### src/rtl/sfifo_rd_pkg.sv
package sfifo_rd_pkg;
  typedef enum logic [2:0] {
    ST_IDLE  = 3'd0,
    ST_READ  = 3'd1,
    ST_DRAIN = 3'd2,
    ST_FULL  = 3'd3,
    ST_SHORT = 3'd4
  } rd_state_e;
endpackage

### src/rtl/sfifo_rd_counter.sv
module sfifo_rd_counter #(
  parameter  int unsigned MAX_WORDS = 1024,
  localparam int unsigned CNT_W     = $clog2(MAX_WORDS + 1)
) (
  input  logic             clk_i,
  input  logic             rst_ni,
  input  logic             clr_i,
  input  logic             inc_i,
  output logic [CNT_W-1:0] cnt_o,
  output logic             last_o
);
  localparam logic [CNT_W-1:0] LAST_VAL = CNT_W'(MAX_WORDS - 1);
  localparam logic [CNT_W-1:0] CAP_VAL  = CNT_W'(MAX_WORDS);

  logic [CNT_W-1:0] cnt_q;

  always_ff @(posedge clk_i or negedge rst_ni) begin
    if (!rst_ni)    cnt_q <= '0;
    else if (clr_i) cnt_q <= '0;
    else if (inc_i) cnt_q <= cnt_q + 1'b1;
  end

  assign cnt_o  = cnt_q;
  assign last_o = (cnt_q == LAST_VAL);

  // never counts past the packet limit
  p_count_cap_r4: assert property (@(posedge clk_i) disable iff (!rst_ni)
    cnt_q <= CAP_VAL);

  p_no_inc_at_cap_r4: assert property (@(posedge clk_i) disable iff (!rst_ni)
    inc_i |-> (cnt_q < CAP_VAL));
endmodule

### src/rtl/sfifo_rd_capture.sv
module sfifo_rd_capture #(
  parameter int unsigned DATA_W = 16,
  parameter int unsigned RD_LAT = 2
) (
  input  logic              clk_i,
  input  logic              rst_ni,
  input  logic              issue_i,
  input  logic [DATA_W-1:0] bus_i,
  output logic              busy_o,
  output logic              valid_o,
  output logic [DATA_W-1:0] data_o
);
  logic              inflight_q [RD_LAT];
  logic              valid_q;
  logic [DATA_W-1:0] data_q;

  for (genvar g = 0; g < RD_LAT; g++) begin : g_stage
    if (g == 0) begin : g_head
      always_ff @(posedge clk_i or negedge rst_ni) begin
        if (!rst_ni) inflight_q[g] <= 1'b0;
        else         inflight_q[g] <= issue_i;
      end
    end else begin : g_tail
      always_ff @(posedge clk_i or negedge rst_ni) begin
        if (!rst_ni) inflight_q[g] <= 1'b0;
        else         inflight_q[g] <= inflight_q[g-1];
      end
    end
  end

  always_comb begin
    busy_o = 1'b0;
    for (int i = 0; i < RD_LAT; i++) busy_o = busy_o | inflight_q[i];
  end

  // capture on the edge where the oldest read's word sits on the bus
  always_ff @(posedge clk_i or negedge rst_ni) begin
    if (!rst_ni) begin
      valid_q <= 1'b0;
      data_q  <= '0;
    end else begin
      valid_q <= inflight_q[RD_LAT-1];
      if (inflight_q[RD_LAT-1]) data_q <= bus_i;
    end
  end

  assign valid_o = valid_q;
  assign data_o  = data_q;

  // no output word without a read having entered the pipe
  p_valid_needs_issue_r9: assert property (@(posedge clk_i) disable iff (!rst_ni)
    $rose(valid_q) |-> $past(busy_o));
endmodule

### src/rtl/sfifo_rd_fsm.sv
module sfifo_rd_fsm
  import sfifo_rd_pkg::*;
(
  input  logic      clk_i,
  input  logic      rst_ni,
  input  logic      flag_i,
  input  logic      last_i,
  input  logic      busy_i,
  output logic      rd_n_o,
  output logic      oe_n_o,
  output logic      accept_o,
  output logic      cnt_clr_o,
  output logic      full_o,
  output logic      short_o,
  output rd_state_e state_o
);
  rd_state_e state_q, state_d;
  logic      rd_n_q, rd_n_d;
  logic      oe_n_q;
  logic      full_kind_q, full_kind_d;

  always_comb begin
    state_d     = state_q;
    rd_n_d      = rd_n_q;
    full_kind_d = full_kind_q;
    unique case (state_q)
      ST_IDLE: begin
        if (flag_i) begin
          state_d = ST_READ;
          rd_n_d  = 1'b0;
        end
      end
      ST_READ: begin
        if (!flag_i) begin
          state_d     = ST_DRAIN;
          rd_n_d      = 1'b1;
          full_kind_d = 1'b0;
        end else if (last_i) begin
          state_d     = ST_DRAIN;
          rd_n_d      = 1'b1;
          full_kind_d = 1'b1;
        end
      end
      ST_DRAIN: begin
        if (!busy_i) state_d = full_kind_q ? ST_FULL : ST_SHORT;
      end
      ST_FULL, ST_SHORT: state_d = ST_IDLE;
      default: begin
        state_d = ST_IDLE;
        rd_n_d  = 1'b1;
      end
    endcase
  end

  always_ff @(posedge clk_i or negedge rst_ni) begin
    if (!rst_ni) begin
      state_q     <= ST_IDLE;
      rd_n_q      <= 1'b1;
      oe_n_q      <= 1'b1;
      full_kind_q <= 1'b0;
    end else begin
      state_q     <= state_d;
      rd_n_q      <= rd_n_d;
      oe_n_q      <= rd_n_d;
      full_kind_q <= full_kind_d;
    end
  end

  assign rd_n_o    = rd_n_q;
  assign oe_n_o    = oe_n_q;
  assign accept_o  = (state_q == ST_READ) && flag_i;
  assign cnt_clr_o = (state_q == ST_IDLE);
  assign full_o    = (state_q == ST_FULL);
  assign short_o   = (state_q == ST_SHORT);
  assign state_o   = state_q;

  // strobes fall only after the flag was seen
  p_start_needs_flag_r2: assert property (@(posedge clk_i) disable iff (!rst_ni)
    $fell(rd_n_q) |-> $past(flag_i));

  // an empty slave during the burst releases the strobes
  p_short_on_flag_r5: assert property (@(posedge clk_i) disable iff (!rst_ni)
    (!rd_n_q && !flag_i) |=> rd_n_q);

  // end pulses are exclusive and single-cycle
  p_pulse_excl_r7: assert property (@(posedge clk_i) disable iff (!rst_ni)
    !(full_o && short_o));

  p_pulse_single_r7: assert property (@(posedge clk_i) disable iff (!rst_ni)
    (full_o || short_o) |=> !(full_o || short_o));
endmodule

### src/rtl/sfifo_burst_reader.sv
module sfifo_burst_reader
  import sfifo_rd_pkg::*;
#(
  parameter  int unsigned DATA_W    = 16,
  parameter  int unsigned MAX_WORDS = 1024,
  parameter  int unsigned RD_LAT    = 2,
  localparam int unsigned CNT_W     = $clog2(MAX_WORDS + 1)
) (
  input  logic              clk_i,
  input  logic              rst_ni,
  input  logic              flag_avail_i,
  input  logic [DATA_W-1:0] bus_data_i,
  output logic              sl_rd_n_o,
  output logic              sl_oe_n_o,
  output logic              data_valid_o,
  output logic [DATA_W-1:0] data_o,
  output logic              full_pkt_o,
  output logic              short_pkt_o
);
  logic             accept;
  logic             cnt_clr;
  logic             cnt_last;
  logic             busy;
  logic [CNT_W-1:0] cnt;
  rd_state_e        state;

  sfifo_rd_fsm u_fsm (
    .clk_i     (clk_i),
    .rst_ni    (rst_ni),
    .flag_i    (flag_avail_i),
    .last_i    (cnt_last),
    .busy_i    (busy),
    .rd_n_o    (sl_rd_n_o),
    .oe_n_o    (sl_oe_n_o),
    .accept_o  (accept),
    .cnt_clr_o (cnt_clr),
    .full_o    (full_pkt_o),
    .short_o   (short_pkt_o),
    .state_o   (state)
  );

  sfifo_rd_counter #(.MAX_WORDS(MAX_WORDS)) u_cnt (
    .clk_i  (clk_i),
    .rst_ni (rst_ni),
    .clr_i  (cnt_clr),
    .inc_i  (accept),
    .cnt_o  (cnt),
    .last_o (cnt_last)
  );

  sfifo_rd_capture #(.DATA_W(DATA_W), .RD_LAT(RD_LAT)) u_cap (
    .clk_i   (clk_i),
    .rst_ni  (rst_ni),
    .issue_i (accept),
    .bus_i   (bus_data_i),
    .busy_o  (busy),
    .valid_o (data_valid_o),
    .data_o  (data_o)
  );

  // paired strobes
  p_strobes_paired_r3: assert property (@(posedge clk_i) disable iff (!rst_ni)
    sl_rd_n_o == sl_oe_n_o);

  // no gap while the slave has data and the limit is not reached
  p_strobe_hold_r3: assert property (@(posedge clk_i) disable iff (!rst_ni)
    (!sl_rd_n_o && flag_avail_i && !cnt_last) |=> !sl_rd_n_o);

  // the limit read releases the strobes
  p_full_release_r4: assert property (@(posedge clk_i) disable iff (!rst_ni)
    (!sl_rd_n_o && flag_avail_i && cnt_last) |=> (sl_rd_n_o && cnt == CNT_W'(MAX_WORDS)));

  // words only leave while a burst is active
  p_valid_in_burst_r9: assert property (@(posedge clk_i) disable iff (!rst_ni)
    data_valid_o |-> (state == ST_READ || state == ST_DRAIN));
endmodule

### config.mk
export PLATFORM = sky130hd
export DESIGN_NAME = sfifo_burst_reader
export DESIGN_NICKNAME = d
export VERILOG_FILES = /design/src/rtl/sfifo_rd_pkg.sv /design/src/rtl/sfifo_rd_counter.sv /design/src/rtl/sfifo_rd_capture.sv /design/src/rtl/sfifo_rd_fsm.sv /design/src/rtl/sfifo_burst_reader.sv
export SDC_FILE = /design/constraint.sdc
export NUM_CORES = 1
export LEC_CHECK = 0
export ABC_AREA = 1
export BUFFER_PORTS_ARGS = -buffer_cell sky130_fd_sc_hd__clkbuf_2
export CORE_MARGIN = 5
export CORE_UTILIZATION = 30
export CTS_CLUSTER_DIAMETER = 80
export DETAILED_ROUTE_END_ITERATION = 8
export GPL_TIMING_DRIVEN = 1
export HOLD_SLACK_MARGIN = 0.1
export PLACE_DENSITY = 0.63
export RECOVER_POWER = 50
export SLEW_MARGIN = 20
export SYNTH_ARGS = -nofsm -noshare
export SYNTH_HDL_FRONTEND = slang
export SYNTH_HIERARCHICAL = 1
export SYNTH_SLANG_ARGS = --single-unit
export TNS_END_PERCENT = 1
### constraint.sdc
create_clock -name clk_i -period 1.7 [get_ports clk_i]
set_clock_uncertainty 0.1 [all_clocks]
set_input_delay 0.085 -clock clk_i [delete_from_list [all_inputs] [get_ports clk_i]]
set_output_delay 0.085 -clock clk_i [all_outputs]
set_load 0.03 [all_outputs]
==> impl_metrics.env, run 1 <==
export IMPL_status="completed"
export IMPL_cts_buffers=5
export IMPL_rr_endpoint="u_cnt/cnt_o[9]"
export IMPL_grt_pass1_vias=1427
export IMPL_yosys_area_share_simple_pct=33.9
export IMPL_worst_ep_arrival_time_ps=1650
export IMPL_worstPathMaxFanout=6
export IMPL_synth_async_reset_ratio_pct=100
export IMPL_critical_path_cell_chain="nor2_1 -> nand2_1 -> nor2_4 -> nor2_4 -> nor2_4 -> nand3_1 -> nor2_1 -> nor2_1"
export IMPL_start_kind="flip-flop"
export IMPL_ios=40
export IMPL_seq_area_sq_um=877
export IMPL_viasPerCell=4.22
export IMPL_syn_nets=219
export IMPL_multiInputGateArea_sq_um=669
export IMPL_hold_path_class="flip-flop to flip-flop"
export IMPL_ys_warn_count=6
export IMPL_die_h_um=84.4
export IMPL_p_sw_w=0.00161
export IMPL_cpPeakStageDelay_ps=390
export IMPL_synth_compound_area_share_pct=4.75
export IMPL_slew_viol_final=0
export IMPL_pre_cts_ws_ps=63.2
export IMPL_synth_edf_count=0
export IMPL_ir_worst_vdd_mv=0.530
export IMPL_finalWorstSetupSlack_ps=125
export IMPL_hpwl_um=2400
export IMPL_rsz0062_at_grt="false"
export IMPL_clock_power_share_pct=16.5
export IMPL_ys_flop_type="dfrtp_1"
export IMPL_cts_root_buf="clkbuf_8"
export IMPL_postRouteAntennaNets=0
export IMPL_critPathBufInv=0
export IMPL_synth_fa_ha_area_share_pct=0.754
export IMPL_tns_ps=0
export IMPL_grt_ovfl_total=0
export IMPL_ys_top_cells_by_area="dfrtp_1 (51%), nand2_1 (18%), nor2_1 (4.7%)"
export IMPL_antenna_found_initial=0
export IMPL_ys_types=26
export IMPL_setup_viol=0
export IMPL_fin_crit_sh_pct=92.7
export IMPL_cts_tree="done"
export IMPL_synth_mux_area_fraction_pct=0
export IMPL_seqPwrFrac_pct=36.3
export IMPL_fin_nets=284
export IMPL_ys_seq_area_share_pct=52.8
export IMPL_drv_cap=0
export IMPL_hold_depth=0
export IMPL_yosysMostFrequentCell="nand2_1"
export IMPL_hold_path_end="u_cap/inflight_q[0]"
export IMPL_worst_slew_pin_slew_ps=833
export IMPL_drt_total_wl_um=3430
export IMPL_gp_congestion=0.819
export IMPL_period_minus_slack_ps=1580
export IMPL_p_comb_share_pct=47.2
export IMPL_clock_path_buffers=2
export IMPL_critPathRequiredTime_ps=1770
export IMPL_synthToLayoutAreaGrowth_pct=33.1
export IMPL_clkLatencyLatePin_ps=280
export IMPL_coreArea_sq_um=5440
export IMPL_layout_drive_gt1_share_pct=24.2
export IMPL_hold_start="u_cap/inflight_q[1]"
export IMPL_synth_top_family_by_area="simple AND/OR/NAND/NOR gates"
export IMPL_row_count=27
export IMPL_fp_dieW_um=84.4
export IMPL_yosysTopAreaCell="dfrtp_1"
export IMPL_grt_pass1_wl_um=6100
export IMPL_fmax_mhz=635
export IMPL_netlist_instances=199
export IMPL_p_int_w=0.00196
export IMPL_clk_pin_slew_worst_paths_ps=60
export IMPL_vias=1417
export IMPL_antennaDiodeCount=0
export IMPL_powerDensity_nw_per_um2=1610
export IMPL_power_leakage_nw=1.14
export IMPL_path_class="flip-flop to flip-flop"
export IMPL_wire_per_inst_um=10.2
export IMPL_hold_viol_final=0
export IMPL_synth_common_cells="nand2_1 (78), dfrtp_1 (34), nor2_1 (21)"
export IMPL_rrSetupSlack_ps=120
export IMPL_fill_cells=544
export IMPL_switching_share_pct=45.1
export IMPL_r2r_start="u_fsm/state_o[1]"
export IMPL_initial_core_util_pct=30.5
export IMPL_ys_ff_latch=35
export IMPL_reg2regPathDepth=8
export IMPL_grt_use_total_pct=10.5
export IMPL_first_pass_iters=4
export IMPL_clock_sinks=35
export IMPL_htreeDepth=2
export IMPL_port_buffers=39
export IMPL_syn_area_sq_um=1660
export IMPL_crit_family="simple AND/OR/NAND/NOR gates"
export IMPL_first_iter_violations=87
export IMPL_slowest_stage="dfrtp_1"
export IMPL_synthXorXnorAreaFrac_pct=0
export IMPL_endpoint_kind="flip-flop"
export IMPL_synth_top_area_share_pct=51.2
export IMPL_slew_headroom_pct=44.5
export IMPL_grt_max_degree=36
export IMPL_die_area_sq_um=7120
export IMPL_avgSynthCellArea_sq_um=8.34
export IMPL_drc=0
[worst register-to-register path, stage by stage, from the launching register on]
cell	delay (ps)
dfrtp_1	390
nor2_1	170
nand2_1	150
nor2_4	140
nor2_4	70
nor2_4	150
nand3_1	110
nor2_1	120
nor2_1	60
[what timing repair did]
action	in CTS	in global routing
hold buffers	18	0
gates resized for setup	0	5
buffers inserted	0	0
endpoints found under the setup margin	0	11
hold endpoints to repair	52	0
[power groups by stage]
| stage | clock, W | sequential, W | combinational [W] |
|---|---|---|---|
| global placement | 0 | 0.00130 | 0.00165 |
| finish | 0.000589 | 0.00129 | 0.00168 |
| CTS | 0.000617 | 0.00129 | 0.00170 |
| global route | 0.000655 | 0.00134 | 0.00184 |
| floorplan | 0 | 0.00172 | 0.000839 |
| detailed placement | 0 | 0.00131 | 0.00167 |
[layout by cell type, fill, tap and decap left out, types with 2 or more instances in the layout]
cell,synthesis,layout
dfrtp_1,34,34
clkbuf_2,0,32
nor2_1,21,20
nand2_1,78,78
o21ai_1,2,2
nand3_2,5,5
o21ai_0,2,2
nor2_4,4,5
clkbuf_1,0,8
dlygate4sd3_1,0,18
inv_2,2,3
nor3_1,3,2
inv_1,17,16
clkbuf_8,1,6
a21oi_1,7,7
buf_4,2,5
nand3_1,8,8
[how the worst max path moves through the flow]
stage	startpoint	endpoint	slack [ps]	cells past startpoint
6_report	u_fsm/state_o[1]	u_cnt/cnt_o[9]	120	8
5_1_grt	u_fsm/state_o[1]	u_cnt/cnt_o[9]	10	8
4_1_cts	u_fsm/state_o[1]	u_cnt/cnt_o[9]	70	8
3_5_place_dp	u_fsm/state_o[1]	u_cnt/cnt_o[9]	60	8
3_3_place_gp	u_cnt/cnt_o[0]	u_fsm/state_o[0]	140	7
2_1_floorplan	u_fsm/state_o[2]	u_cnt/cnt_o[10]	20	10
[routing by layer]
| layer | vias up | wire, um | GRT usage, % |
|---|---|---|---|
| met3 | 7 | 247 | 4.22 |
| met4 | 0 | 51 | 3.45 |
| met2 | 31 | 1610 | 18.4 |
| met1 | 638 | 1510 | 11.5 |
| li1 | 741 | - | - |
| met5 | - | 0 | 0 |
[sequential cells by signal, summed over array words and instances, names as in the netlist]
register	flops
u_cap/data_o	16
u_cap/inflight_q	2
u_cap/valid_o	1
u_cnt/cnt_o	11
u_fsm/full_kind_q	1
u_fsm/oe_n_o	1
u_fsm/state_o	3
[kinds of logic (layout without fill, tap and decap cells)]
group           after synthesis  after routing
simple gates                124            124
flops                        35             35
buf+inv                      25             90
compound gates               14             14
fa+ha+maj                     1              1
[final cells by class]
type	instances	share of cell area [%]
Sequential cell	35	39.7
Multi-Input combinational cell	139	30.3
Timing Repair Buffer	63	18.5
Tap cell	72	4.08
Clock buffer	6	3.74
Inverter	20	3.51
Clock inverter	1	0.227
[stage by stage]
stage               area [sq um]  power (W)  hold slack (ps)  instances  util [%]
global placement            1940    0.00296             47.9        311      35.7
CTS                         2210    0.00361              275        336      40.6
detailed placement          1940    0.00297             48.3        311      35.7
floorplan                   1660    0.00256             -311        199         -
finish                      2210    0.00357              271        336      40.6
global route                2210    0.00383              295        336      40.6
(Power assumes the default switching activity.)
==> run 2: changes to the inputs <==
- PLACE_DENSITY: 0.63 -> 0.61
- clock period: 1.7 -> 1.48 ns (I/O delays scaled with it)
==> impl_metrics.env, run 2 (synthesis gave the netlist of run 1 again) <==
export IMPL_fill_cells=530
export IMPL_status="completed"
export IMPL_grt_ovfl_total=0
export IMPL_cts_buffers=5
export IMPL_postRouteAntennaNets=0
export IMPL_largest_reg_flops=16
export IMPL_antenna_found_initial=0
export IMPL_rr_endpoint="u_fsm/state_o[0]"
export IMPL_reg2regPathDepth=7
export IMPL_clock_sinks=35
export IMPL_hold_path_class="flip-flop to flip-flop"
export IMPL_placedInstanceArea_sq_um=2060
export IMPL_fin_nets=296
export IMPL_slew_viol_final=0
export IMPL_slew_headroom_pct=38.2
export IMPL_mostFrequentLayoutCell="nand2_1"
export IMPL_cts_tree="done"
export IMPL_fin_crit_sh_pct=99.1
export IMPL_worst_ep_arrival_time_ps=1530
export IMPL_initial_core_util_pct=30.5
export IMPL_die_h_um=84.4
export IMPL_layout_drive_gt1_share_pct=32.6
export IMPL_grt_use_total_pct=11.2
export IMPL_port_buffers=39
export IMPL_clkLatencyLatePin_ps=280
export IMPL_hold_start="u_cap/inflight_q[1]"
export IMPL_htreeDepth=2
export IMPL_antennaDiodeCount=0
export IMPL_path_class="flip-flop to flip-flop"
export IMPL_synthToLayoutAreaGrowth_pct=41.5
export IMPL_layout_common_cells="nand2_1 (76), clkbuf_2 (36), dfrtp_1 (32)"
export IMPL_first_iter_violations=90
export IMPL_fp_dieW_um=84.4
export IMPL_grt_pass1_wl_um=6400
export IMPL_grt_pass1_vias=1393
export IMPL_fmax_mhz=682
export IMPL_clk_pin_slew_worst_paths_ps=60
export IMPL_hold_path_end="u_cap/inflight_q[0]"
export IMPL_postCtsSetupRepairBufs=0
export IMPL_rrSetupSlack_ps=10
export IMPL_gp_congestion=0.836
export IMPL_critPathRequiredTime_ps=1550
export IMPL_setup_viol=0
export IMPL_hold_depth=0
export IMPL_start_kind="flip-flop"
export IMPL_hold_viol_final=0
export IMPL_viasPerCell=4.14
export IMPL_rsz0062_at_grt="true"
export IMPL_endpoint_kind="flip-flop"
export IMPL_clock_path_buffers=2
export IMPL_r2r_start="u_cnt/cnt_o[0]"
export IMPL_first_pass_iters=4
export IMPL_wire_per_inst_um=10.7
export IMPL_hold_slack_ps=267
export IMPL_period_minus_slack_ps=1470
export IMPL_coreArea_sq_um=5440
export IMPL_drc=0
export IMPL_die_area_sq_um=7120
export IMPL_postLayoutCellArea_sq_um=2350
export IMPL_ir_worst_vdd_mv=0.766
export IMPL_ios=40
export IMPL_grt_max_degree=22
export IMPL_row_count=27
export IMPL_worst_slew_pin_slew_ps=927
export IMPL_hpwl_um=2630
export IMPL_vias=1439
export IMPL_worstPathMaxFanout=5
export IMPL_power_leakage_nw=1.23
export IMPL_cts_root_buf="clkbuf_8"
export IMPL_powerDensity_nw_per_um2=1830
export IMPL_drv_cap=0
export IMPL_drt_total_wl_um=3710
==> run 2: cell count changes in the layout (fill, tap and decap cells not counted), moves of 2 or more <==
cell | before | now
clkbuf_2 | 32 | 36
nand2_1 | 78 | 76
nand2_2 | 0 | 2
buf_4 | 5 | 18
dfrtp_2 | 0 | 2
nor2_1 | 20 | 17
dfrtp_1 | 34 | 32
nor2_2 | 0 | 2
clkbuf_1 | 8 | 2
==> run 2: critical path, cell delays in order (launching register included) <==
cell	delay [ps]
dfrtp_1	380
ha_2	200
nand3_2	110
nor3_2	60
nor2_1	160
nand3_2	150
nand3_1	120
o21bai_1	70
==> run 2: stage by stage <==
stage	power [W]	utilization, %	setup TNS, ps	cells	worst slack (ps)
finish	0.00429	43.2	0	348	13.2
floorplan	0.00299	-	0	199	3.11
global route	0.00461	43.2	-660	348	-90.7
detailed placement	0.00358	37.9	-32.9	323	-15.9
CTS	0.00433	42.9	0	348	0.0996
global placement	0.00355	37.9	0	323	16.1
==> run 2: layer usage <==
layer,track usage [%],routed length [um]
met3,4.22,257
met2,18.1,1690
met1,13.3,1680
met5,0,0
met4,5.18,76
==> run 2: cell type report <==
cell class / instances / area (sq um) / share of cell area, %
flip-flops and latches: 35 / 880 / 37.4
well taps: 72 / 90.1 / 3.83
clock inverters: 1 / 5.00 / 0.213
clock buffers: 6 / 82.6 / 3.51
multi-input cells: 139 / 692 / 29.4
inverters: 20 / 77.6 / 3.30
repair buffers: 75 / 523 / 22.3
==> run 2: repair_timing <==
| item | CTS | global route |
|---|---|---|
| hold endpoints to repair | 52 | 0 |
| pin swaps | 3 | 3 |
| hold buffers | 18 | 0 |
| gates cloned | 0 | 0 |
| setup endpoints to repair | 4 | 18 |
| resized for setup | 1 | 12 |
==> run 2: worst max-delay path by stage <==
stage / start / to / slack, ps
5_1_grt: u_fsm/state_o[2] / u_cnt/cnt_o[9] / -90
3_3_place_gp: u_fsm/state_o[1] / u_cnt/cnt_o[9] / 20
4_1_cts: u_fsm/state_o[1] / full_pkt_o / 0.1
3_5_place_dp: u_fsm/state_o[2] / u_cnt/cnt_o[10] / -20
2_1_floorplan: u_fsm/state_o[2] / u_cnt/cnt_o[10] / 3
6_report: u_cnt/cnt_o[0] / u_fsm/state_o[0] / 10
==> run 2: report_power, final <==
| part | leakage, nW | switching [W] | internal [W] | total [W] |
|---|---|---|---|---|
| registers | 0.447 | 0.000192 | 0.00130 | 0.00149 |
| logic | 0.736 | 0.00141 | 0.000714 | 0.00213 |
| clock network | 0.0470 | 0.000310 | 0.000364 | 0.000674 |
